## config.mk

```make
export PLATFORM = sky130hd
export DESIGN_NAME = hb_deadtime_ctrl
export DESIGN_NICKNAME = d
export VERILOG_FILES = /design/src/rtl/hbdt_pkg.sv /design/src/rtl/hbdt_dead_timer.sv /design/src/rtl/hbdt_leg.sv /design/src/rtl/hb_deadtime_ctrl.sv
export SDC_FILE = /design/constraint.sdc
export NUM_CORES = 1
export LEC_CHECK = 0
export ABC_AREA = 1
export BUFFER_PORTS_ARGS = -buffer_cell sky130_fd_sc_hd__buf_4
export CAP_MARGIN = 10
export CORE_MARGIN = 8
export CORE_UTILIZATION = 60
export CTS_BUF_LIST = sky130_fd_sc_hd__clkbuf_2
export CTS_CLUSTER_SIZE = 30
export DETAILED_ROUTE_END_ITERATION = 12
export PLACE_DENSITY = 0.78
export SLEW_MARGIN = 20
export SYNTH_ARGS = -nofsm -noshare
export SYNTH_HDL_FRONTEND = slang
export SYNTH_SLANG_ARGS = --single-unit
export TNS_END_PERCENT = 10
```

## constraint.sdc

```tcl
create_clock -name clk -period 3 [get_ports clk]
set_clock_uncertainty 0.05 [all_clocks]
set_input_delay 0.75 -clock clk [delete_from_list [all_inputs] [get_ports clk]]
set_output_delay 0.75 -clock clk [all_outputs]
set_load 0.01 [all_outputs]
```

## src/rtl/hbdt_pkg.sv

```systemverilog
package hbdt_pkg;
   typedef enum logic [1:0] {
      LEG_OFF = 2'd0,
      LEG_HS  = 2'd1,
      LEG_LS  = 2'd2
   } leg_state_e;

   typedef enum logic [1:0] {
      SIDE_NONE = 2'd0,
      SIDE_HS   = 2'd1,
      SIDE_LS   = 2'd2
   } side_e;
endpackage

```

## src/rtl/hbdt_dead_timer.sv

```systemverilog
module hbdt_dead_timer
   import hbdt_pkg::*;
#(
   parameter int CNT_W      = 8,
   parameter bit TICK_GATED = 1'b1
) (
   input  logic             clk,
   input  logic             rst_n,
   input  logic             restart,
   input  side_e            side_in,
   input  logic             idle,
   input  logic             tick,
   input  logic [CNT_W-1:0] dt_hl,
   input  logic [CNT_W-1:0] dt_lh,
   output logic             ok_hs,
   output logic             ok_ls
);
   localparam logic [CNT_W-1:0] CNT_MAX = {CNT_W{1'b1}};

   logic             advance;
   logic [CNT_W-1:0] cnt_q;
   side_e            last_q;

   generate
      if (TICK_GATED) begin : g_ticked
         assign advance = tick;
      end else begin : g_every_clk
         assign advance = 1'b1;
      end
   endgenerate

   always_ff @(posedge clk or negedge rst_n) begin
      if (!rst_n) begin
         cnt_q  <= '0;
         last_q <= SIDE_NONE;
      end else if (restart) begin
         cnt_q  <= '0;
         last_q <= side_in;
      end else if (idle && advance && (cnt_q != CNT_MAX)) begin
         cnt_q <= cnt_q + 1'b1;
      end
   end

   assign ok_hs = (last_q != SIDE_LS) || (cnt_q >= dt_lh);
   assign ok_ls = (last_q != SIDE_HS) || (cnt_q >= dt_hl);

   // A restart always names the side that went off
   p_restart_side_r3: assert property (@(posedge clk) disable iff (!rst_n)
      restart |-> (side_in != SIDE_NONE));
endmodule

```

## src/rtl/hbdt_leg.sv

```systemverilog
module hbdt_leg
   import hbdt_pkg::*;
#(
   parameter int CNT_W      = 8,
   parameter bit TICK_GATED = 1'b1
) (
   input  logic             clk,
   input  logic             rst_n,
   input  logic             inhibit,
   input  logic             tick,
   input  logic [CNT_W-1:0] dt_hl,
   input  logic [CNT_W-1:0] dt_lh,
   input  logic             cmd_hs,
   input  logic             cmd_ls,
   output logic             en_hs,
   output logic             en_ls
);
   localparam logic [CNT_W-1:0] GAP_MAX = {CNT_W{1'b1}};

   leg_state_e state_q, state_d;
   logic       restart;
   side_e      side_off;
   logic       ok_hs, ok_ls;

   hbdt_dead_timer #(
      .CNT_W      (CNT_W),
      .TICK_GATED (TICK_GATED)
   ) timer_i (
      .clk     (clk),
      .rst_n   (rst_n),
      .restart (restart),
      .side_in (side_off),
      .idle    (state_q == LEG_OFF),
      .tick    (tick),
      .dt_hl   (dt_hl),
      .dt_lh   (dt_lh),
      .ok_hs   (ok_hs),
      .ok_ls   (ok_ls)
   );

   always_comb begin
      state_d  = state_q;
      restart  = 1'b0;
      side_off = SIDE_NONE;
      case (state_q)
         LEG_HS: begin
            if (inhibit || !cmd_hs) begin
               state_d  = LEG_OFF;
               restart  = 1'b1;
               side_off = SIDE_HS;
            end
         end
         LEG_LS: begin
            if (inhibit || !cmd_ls) begin
               state_d  = LEG_OFF;
               restart  = 1'b1;
               side_off = SIDE_LS;
            end
         end
         default: begin
            state_d = LEG_OFF;
            if (!inhibit) begin
               if (cmd_hs && !cmd_ls && ok_hs) begin
                  state_d = LEG_HS;
               end else if (cmd_ls && !cmd_hs && ok_ls) begin
                  state_d = LEG_LS;
               end
            end
         end
      endcase
   end

   always_ff @(posedge clk or negedge rst_n) begin
      if (!rst_n) begin
         state_q <= LEG_OFF;
      end else begin
         state_q <= state_d;
      end
   end

   assign en_hs = (state_q == LEG_HS);
   assign en_ls = (state_q == LEG_LS);

   // ---------------- checker state: gaps seen at the enables ----------------
   logic             chk_adv;
   logic [CNT_W-1:0] gap_after_hs, gap_after_ls;
   logic             hs_seen, ls_seen;

   assign chk_adv = TICK_GATED ? tick : 1'b1;

   always_ff @(posedge clk or negedge rst_n) begin
      if (!rst_n) begin
         gap_after_hs <= '0;
         gap_after_ls <= '0;
         hs_seen      <= 1'b0;
         ls_seen      <= 1'b0;
      end else begin
         if (en_hs) begin
            gap_after_hs <= '0;
            hs_seen      <= 1'b1;
         end else if (chk_adv && gap_after_hs != GAP_MAX) begin
            gap_after_hs <= gap_after_hs + 1'b1;
         end
         if (en_ls) begin
            gap_after_ls <= '0;
            ls_seen      <= 1'b1;
         end else if (chk_adv && gap_after_ls != GAP_MAX) begin
            gap_after_ls <= gap_after_ls + 1'b1;
         end
      end
   end

   p_no_overlap_r1: assert property (@(posedge clk) disable iff (!rst_n)
      !(en_hs && en_ls));

   p_hs_off_next_r2: assert property (@(posedge clk) disable iff (!rst_n)
      (en_hs && !cmd_hs) |=> !en_hs);

   p_ls_off_next_r2: assert property (@(posedge clk) disable iff (!rst_n)
      (en_ls && !cmd_ls) |=> !en_ls);

   p_hl_gap_r3: assert property (@(posedge clk) disable iff (!rst_n)
      $rose(en_ls) |-> (!hs_seen || gap_after_hs >= dt_hl));

   p_lh_gap_r4: assert property (@(posedge clk) disable iff (!rst_n)
      $rose(en_hs) |-> (!ls_seen || gap_after_ls >= dt_lh));

   p_both_hold_hs_r5: assert property (@(posedge clk) disable iff (!rst_n)
      (en_hs && cmd_hs && cmd_ls && !inhibit) |=> en_hs);

   p_both_idle_r5: assert property (@(posedge clk) disable iff (!rst_n)
      (!en_hs && !en_ls && cmd_hs && cmd_ls) |=> (!en_hs && !en_ls));

   p_inhibit_off_r8: assert property (@(posedge clk) disable iff (!rst_n)
      inhibit |=> (!en_hs && !en_ls));
endmodule

```

## src/rtl/hb_deadtime_ctrl.sv

```systemverilog
module hb_deadtime_ctrl #(
   parameter int NUM_LEGS   = 3,
   parameter int CNT_W      = 8,
   parameter bit TICK_GATED = 1'b1
) (
   input  logic                clk,
   input  logic                rst_n,
   input  logic                inhibit,
   input  logic                tick,
   input  logic [CNT_W-1:0]    dt_hl,
   input  logic [CNT_W-1:0]    dt_lh,
   input  logic [NUM_LEGS-1:0] cmd_hs,
   input  logic [NUM_LEGS-1:0] cmd_ls,
   output logic [NUM_LEGS-1:0] en_hs,
   output logic [NUM_LEGS-1:0] en_ls
);
   generate
      if (NUM_LEGS < 1) begin : g_bad_legs
         $error("hb_deadtime_ctrl: NUM_LEGS must be at least 1");
      end
      if (CNT_W < 2 || CNT_W > 24) begin : g_bad_width
         $error("hb_deadtime_ctrl: CNT_W must lie in 2..24");
      end

      for (genvar g = 0; g < NUM_LEGS; g++) begin : g_leg
         hbdt_leg #(
            .CNT_W      (CNT_W),
            .TICK_GATED (TICK_GATED)
         ) leg_i (
            .clk     (clk),
            .rst_n   (rst_n),
            .inhibit (inhibit),
            .tick    (tick),
            .dt_hl   (dt_hl),
            .dt_lh   (dt_lh),
            .cmd_hs  (cmd_hs[g]),
            .cmd_ls  (cmd_ls[g]),
            .en_hs   (en_hs[g]),
            .en_ls   (en_ls[g])
         );
      end
   endgenerate
endmodule

```

==> summary.md, run 1 <==
| Metric | Value |
|---|---|
| Post-synth EDFFs | 0 |
| Final WL | 7.942 mm |
| Run status | completed |
| Logic pwr share | 0.522 |
| Final global-route overflow total | 0 |
| Core Region | between 0.005 and 0.006 mm2 |
| PwrDens | around 640 mW/mm2 |
| Hold Vio Cnt, Final | 0 |
| DRT Pass-1 Iters | 4 |
| Internal | 1.220 mW |
| First-pass GRT wire length | ~14 mm |
| Num CTS Buffers | 5 |
| Post-synthesis sequential area ratio | 0.2651 |
| Initial antenna violation count | 0 |
| Clock sink count | 36 |
| Final Power | 2.358 mW |
| Rows | 27 |
| Die ar. | 0.008327 mm2 |
| Crit Path Category | flop to output port |
| Syn-to-layout area delta | 8.984% |
| Post-synthesis cell area | 0.003398 mm2 |
| Post-Route Setup TNS | 0 ns |
| Synth unique cells | 29 |
| Final worst path period need | 2.124 ns |
| Post-cts hold buffer count | 0 |
| Drt wl/cell | 13.58 um |
| Worst reg-to-reg setup slack | 1.23 ns |
| IO Port Bufs | 31 |
| CP endpoint kind | output port |
| CTS Root Cell | clkbuf_2 |
| Mean Syn Cell Area | 7.065 um2 |
| Clock power share | 0.098 |
| Met2 global-route usage | 0.3374 |
| Vias | 3044 |
| Met1 usage | 0.2457 |
| Area of the multi-input gates | 0.002123 mm2 |
| Iter 0 DRT Violations | approximately 190 |
| Number of global-route vias before repair | 3057 |
| Critical path required time | about 2.2 ns |
| Fmax | 470.9 MHz |
| Top Ports | 32 |
| Diodes inserted | 0 |
| Leak pwr | ~2.2 nW |
| Seq cells post-synth | 36 |
| CTS Buffer Depth | 2 |
| DP Wirelength | 6.584 mm |
| Initial Util | 0.6209 |
| Vias per cell | 5.203 |
| # setup viols final | 0 |
| Max-cap viol count | 0 |
| Main synth FF type | dfrtp_1 |
| Peak supply drop | about 0.43 mV |
| Post-CTS setup buffers | 0 |
| Busiest grt layer | met2 |
| Clock Latency Late Sink | 0.40 ns |
| Crit path max fanout | 3 |
| Synthesis Warnings | 0 |
| Crit path launch type | flop |
| Final period util | 0.7079 |
| H-Tree Level Count | 2 |
| Routed Antenna Nets | 0 |
| Clock transition at the registers of the reported paths | approximately 0.2 ns |
| Sequential power share | 0.380 |
| Setup WS post-layout | slightly below 0.9 ns |
| Final Max Tran Viols | 0 |
| Die Y | 91.26 um |
| CTS tree | built |
| Critical Path AT | 1.32 ns |
| Switching share of power | 0.4824 |
| Cell count after synthesis | 481 |
| Slew HR | 0.6588 |
| Hold WS | 0.2198 ns |
| Largest net degree at the start of global routing | 37 |
| Worst Tran Pin Value | 0.5117 ns |
| Sw power | 1.137 mW |
| Hold Path Class | primary input to async pin |
| RSZ-0062 raised after global routing | false |
| Chip width | 91.26 um |
| Syn_nets | 567 |
| Fraction of layout cells with a size suffix above 1 | 0.1072 |
| Fill count | 490 |
| Post-CTS Resized | 0 |
| GRT Util Overall | 0.1988 |
| Met3 Use GR | 0.03868 |
| Post-Place Setup Slack | 1.022 ns |
| GP Congestion | 0.9299 |
| Register Area | 900.9 um2 |
| Nets | 598 |
| Asr flop ratio synth | 1.000 |
| DRC Markers | 0 |
-- registers in the layout, indices dropped and copies added (netlist names) --
signal                      count
g_leg.leg_i.timer_i.last_q      6
g_leg.leg_i.timer_i.cnt_q      24
g_leg.leg_i.state_q             6
-- worst max-delay path: stages (launching register included) --
cell and delay, ns:
dfrtp_1 0.45, inv_1 0.08, ha_1 0.24, buf_4 0.15
-- final timing paths --
kind | from | end | cells past startpoint
max in group asynchronous | rst_n | g_leg[0].leg_i.timer_i.cnt_q[6] | 1
setup / recovery | g_leg[0].leg_i.state_q[0] | en_ls[0] | 3
min in group clk | g_leg[0].leg_i.state_q[1] | g_leg[0].leg_i.state_q[1] | 2
setup reg to reg | g_leg[0].leg_i.timer_i.cnt_q[1] | g_leg[0].leg_i.timer_i.cnt_q[7] | 7
hold / removal | rst_n | g_leg[1].leg_i.timer_i.cnt_q[7] | 1
hold reg to reg | g_leg[0].leg_i.state_q[1] | g_leg[0].leg_i.state_q[1] | 2
-- per-stage QoR --
step	instances	utilization	cell area [um2]
2_1_floorplan	481	-	3398
3_3_place_gp	577	0.6696	3665
3_5_place_dp	577	0.6696	3665
4_1_cts	585	0.6767	3704
5_1_grt	585	0.6767	3704
6_report	585	0.6767	3704
-- synthesized netlist by cell type, types with 3 or more instances --
cell type,n,area [um2]
nand4_1,8,50.05
inv_1,78,292.8
nand2_1,145,544.3
o21ai_1,3,15.01
ha_1,60,750.7
xnor2_1,3,26.28
a21oi_1,16,80.08
nand3_1,34,170.2
o2111ai_1,4,35.03
a21oi_2,3,26.28
buf_4,6,45.04
nand2_2,3,18.77
dfrtp_1,36,900.9
o21ai_0,9,45.04
xor2_1,8,70.07
nor2_2,3,18.77
a21o_1,6,45.04
nor2_1,39,146.4
-- power by group through the flow --
stage	Sequential [mW]	Clock [mW]	Combinational [mW]
3_3_place_gp	0.897	0	1.15
6_report	0.897	0.231	1.23
4_1_cts	0.892	0.230	1.23
2_1_floorplan	0.822	0	0.941
5_1_grt	0.922	0.246	1.42
3_5_place_dp	0.903	0	1.22
-- cell type report --
cell class | count | area share
well taps | 72 | 0.02432
multi-input cells | 355 | 0.5733
inverters | 83 | 0.08581
repair buffers | 31 | 0.06284
clock buffers | 7 | 0.009459
flip-flops and latches | 36 | 0.2432
clock inverters | 1 | 0.001014
-- cells in the final DEF, fill, tap and decap left out, types with 3 or more instances in the layout --
cell type | synthesis | routed
inv_1 | 78 | 78
nand2_1 | 145 | 145
o21ai_0 | 9 | 9
a21oi_1 | 16 | 16
nand2_2 | 3 | 3
nand4_1 | 8 | 8
xor2_1 | 8 | 8
nand3_1 | 34 | 34
o21ai_1 | 3 | 3
a21o_1 | 6 | 6
dfrtp_1 | 36 | 36
o2111ai_1 | 4 | 4
ha_1 | 60 | 60
a21oi_2 | 3 | 3
xnor2_1 | 3 | 3
nor2_1 | 39 | 39
buf_4 | 6 | 31
clkbuf_2 | 0 | 7
nor2_2 | 3 | 3
-- kinds of logic after synthesis --
logic type,count (synthesis),synth area share
simple gates,240,0.2975
xor+xnor,11,0.02835
fa+ha+maj,60,0.2209
flops,36,0.2651
buf+inv,90,0.1101
compound gates,44,0.07805
-- metal layers --
metal / part of all wire / wire (um)
met1: 0.46 / 3675
met2: 0.48 / 3787
met3: 0.045 / 360
met4: 0.015 / 120
met5: 0 / 0
(Power assumes the default switching activity.)
==> run 2: changes to the inputs <==
--- a/config.mk
+++ b/config.mk
@@ -5,7 +5,7 @@
 export SDC_FILE = /design/constraint.sdc
 export NUM_CORES = 1
 export LEC_CHECK = 0
-export ABC_AREA = 1
+export ABC_AREA = 0
 export BUFFER_PORTS_ARGS = -buffer_cell sky130_fd_sc_hd__buf_4
 export CAP_MARGIN = 10
 export CORE_MARGIN = 8
==> constraint.sdc (replaced) <==
create_clock -name clk -period 2.2 [get_ports clk]
set_clock_uncertainty 0.05 [all_clocks]
set_input_delay 0.55 -clock clk [delete_from_list [all_inputs] [get_ports clk]]
set_output_delay 0.55 -clock clk [all_outputs]
set_load 0.01 [all_outputs]
==> summary.md, run 2 <==
| Metric | Value |
|---|---|
| Leak pwr | around 1.6 nW |
| Number of global-route vias before repair | 2665 |
| Internal | 1.780 mW |
| Run status | completed |
| Nets | ~450 |
| Synthesis Warnings | 0 |
| Vias per cell | 6.023 |
| Main combinational cell family by area after synthesis | adder cells |
| Worst Tran Pin Value | ~0.79 ns |
| Initial antenna violation count | 0 |
| Syn-to-layout area delta | 10.11% |
| Final global-route overflow total | 0 |
| Iter 0 DRT Violations | 93 |
| Diodes inserted | 0 |
| Rows | 26 |
| Top Ports | 32 |
| Post-synthesis simple-gate area fraction | 0.1482 |
| Logic pwr share | 0.468 |
| GRT Util Overall | 0.2052 |
| Slew HR | 0.4692 |
| H-Tree Level Count | 2 |
| Critical path required time | approximately 2.5 ns |
| Top cells by count, synth | ha_1, dfrtp_1, inv_1, nor2_1, a211oi_1 |
| Final worst path period need | 2.046 ns |
| Sequential power share | 0.394 |
| Post-synth EDFFs | 0 |
| Synth Area in XOR/XNOR | 0.01973 |
| Post-route insts no fill | 434 |
| DRC Markers | 0 |
| Clock Latency Late Sink | 0.40 ns |
| Num CTS Buffers | 5 |
| Crit path launch type | flop |
| Core Region | just over 0.005 mm2 |
| Asr flop ratio synth | 1.000 |
| Fmax | roughly 490 MHz |
| Largest register FFs | 24 |
| CTS tree | built |
| IO Port Bufs | 31 |
| Post-synth top area cell | dfrtp_1 |
| CP endpoint kind | flop |
| Hold Path Class | primary input to async pin |
| CTS Buffer Depth | 2 |
| Chip width | between 80 and 90 um |
| Post-synthesis cell area | 0.003107 mm2 |
| DP Wirelength | 5.882 mm |
| Clock power share | 0.138 |
| Post-synthesis compound-gate area fraction | 0.2251 |
| Placed Cells | 426 |
| Post-cts hold buffer count | 0 |
| CTS Root Cell | clkbuf_2 |
| Routed Antenna Nets | 0 |
| Top-area cell type share of the netlist area | 0.2900 |
| Clock transition at the registers of the reported paths | 0.21 ns |
| # setup viols final | 0 |
| Syn_nets | 422 |
| Switching share of power | 0.4300 |
| PwrDens | 912.8 mW/mm2 |
| Layout Utilization | 0.6784 |
| Mux share of post-synthesis cell area | 0.009666 |
| Crit path max fanout | 9 |
| Final period util | 0.9301 |
| Most numerous cell in the Yosys netlist | ha_1 |
| Biggest register | g_leg.leg_i.timer_i.cnt_q |
| GP Congestion | 0.8955 |
| Clock sink count | 36 |
| RSZ-0062 raised after global routing | false |
| Cell count after synthesis | about 340 |
| Fill count | 419 |
| Post-synthesis sequential area ratio | 0.2900 |
| Vias | 2614 |
| Fraction of layout cells with a size suffix above 1 | 0.1209 |
| Hold Vio Cnt, Final | 0 |
| Crit Path Category | flop to flop |
| Final Max Tran Viols | 0 |
| Most frequent cells in the layout | ha_1, dfrtp_1, inv_1 |
| Die ar. | 0.007736 mm2 |
| Seq cells post-synth | 36 |
| Commonest non-fill, non-tap cell in the layout | ha_1 |
| DRT Pass-1 Iters | 4 |
| Sw power | 1.343 mW |
| Largest net degree at the start of global routing | 37 |
| Main synth FF type | dfrtp_1 |
| Final WL | 7.188 mm |
| Largest regs | g_leg.leg_i.timer_i.cnt_q: 24 flops, g_leg.leg_i.state_q: 6 flops, g_leg.leg_i.timer_i.last_q: 6 flops |
| Peak supply drop | 0.6754 mV |
| Critical Path AT | 2.32 ns |
| First-pass GRT wire length | 12.50 mm |
| Max-cap viol count | 0 |
| Mean Syn Cell Area | ~9.2 um2 |
| Die Y | just under 90 um |
| Synth unique cells | 45 |
| Area contributors post-synth | dfrtp_1, ha_1, inv_1 |
| Synth Area in Adders | 0.2416 |
| Drt wl/cell | between 15 and 20 um |
| Initial Util | 0.6161 |
-- run 2: cell families (layout without fill, tap and decap cells) --
kind of cell,count (synthesis),after routing
compound gates,97,97
simple gates,87,87
fa+ha+maj,60,60
buf+inv,46,74
flops,36,36
xor+xnor,7,7
mux,3,3
-- run 2: stage by stage --
stage | setup TNS [ns] | cell area, um2 | power, mW | setup slack [ns] | hold WS, ns
floorplan | 0 | 3107 | 2.264 | 0.3209 | 0.2044
global placement | 0 | 3354 | 2.620 | 0.03910 | 0.4458
detailed placement | -0.09103 | 3354 | 2.697 | -0.04750 | 0.4540
CTS | 0 | 3420 | 3.139 | 0.1775 | 0.02550
global route | 0 | 3421 | 3.457 | 0.01624 | 0.02595
finish | 0 | 3421 | 3.122 | 0.1538 | 0.01853
-- run 2: what timing repair did --
item | 4_1_cts | 5_1_grt
endpoints found under the setup margin | 0 | 1
buffers inserted | 0 | 0
gates resized for setup | 0 | 1
-- run 2: area by class of cell --
type	instances	area (um2)	area share
Multi-Input combinational cell	254	2003	0.5856
Inverter	35	131.4	0.03841
Sequential cell	36	900.9	0.2634
Clock inverter	2	35.03	0.01024
Clock buffer	6	30.03	0.008778
Tap cell	70	87.58	0.02560
Timing Repair Buffer	31	232.7	0.06803
-- run 2: path summary, 6_finish.rpt --
kind                                                  startpoint                                to  slack (ns)  cells past startpoint
worst min-delay path                                       rst_n         g_leg[2].leg_i.state_q[0]        0.02                      1
worst max register to register   g_leg[2].leg_i.timer_i.cnt_q[7]         g_leg[2].leg_i.state_q[0]        0.15                      4
min in group clk                                            tick   g_leg[1].leg_i.timer_i.cnt_q[2]        0.41                      3
worst max-delay path             g_leg[2].leg_i.timer_i.cnt_q[7]         g_leg[2].leg_i.state_q[0]        0.15                      4
worst min register to register  g_leg[2].leg_i.timer_i.last_q[1]  g_leg[2].leg_i.timer_i.last_q[1]        0.50                      1
max in group asynchronous                                  rst_n         g_leg[1].leg_i.state_q[1]        1.73                      1
-- run 2: metal layers --
layer	GRT usage	wire length, um	part of all wire
met5	0	0	0
met4	0.06094	149	0.021
met3	0.03846	236	0.033
met2	0.3550	3604	0.50
met1	0.2504	3198	0.44
-- run 2: critical path: stages, from the launching register on --
cell and delay (ns):
dfrtp_1 0.58, ha_1 0.31, a2111oi_0 0.61, o211ai_1 0.20, a22o_1 0.22
-- run 2: power by group through the flow --
stage / Sequential, mW / Combinational [mW] / Clock, mW
2_1_floorplan: 1.13 / 1.14 / 0
3_3_place_gp: 1.23 / 1.39 / 0
3_5_place_dp: 1.23 / 1.46 / 0
4_1_cts: 1.23 / 1.47 / 0.441
5_1_grt: 1.27 / 1.71 / 0.475
6_report: 1.23 / 1.46 / 0.431
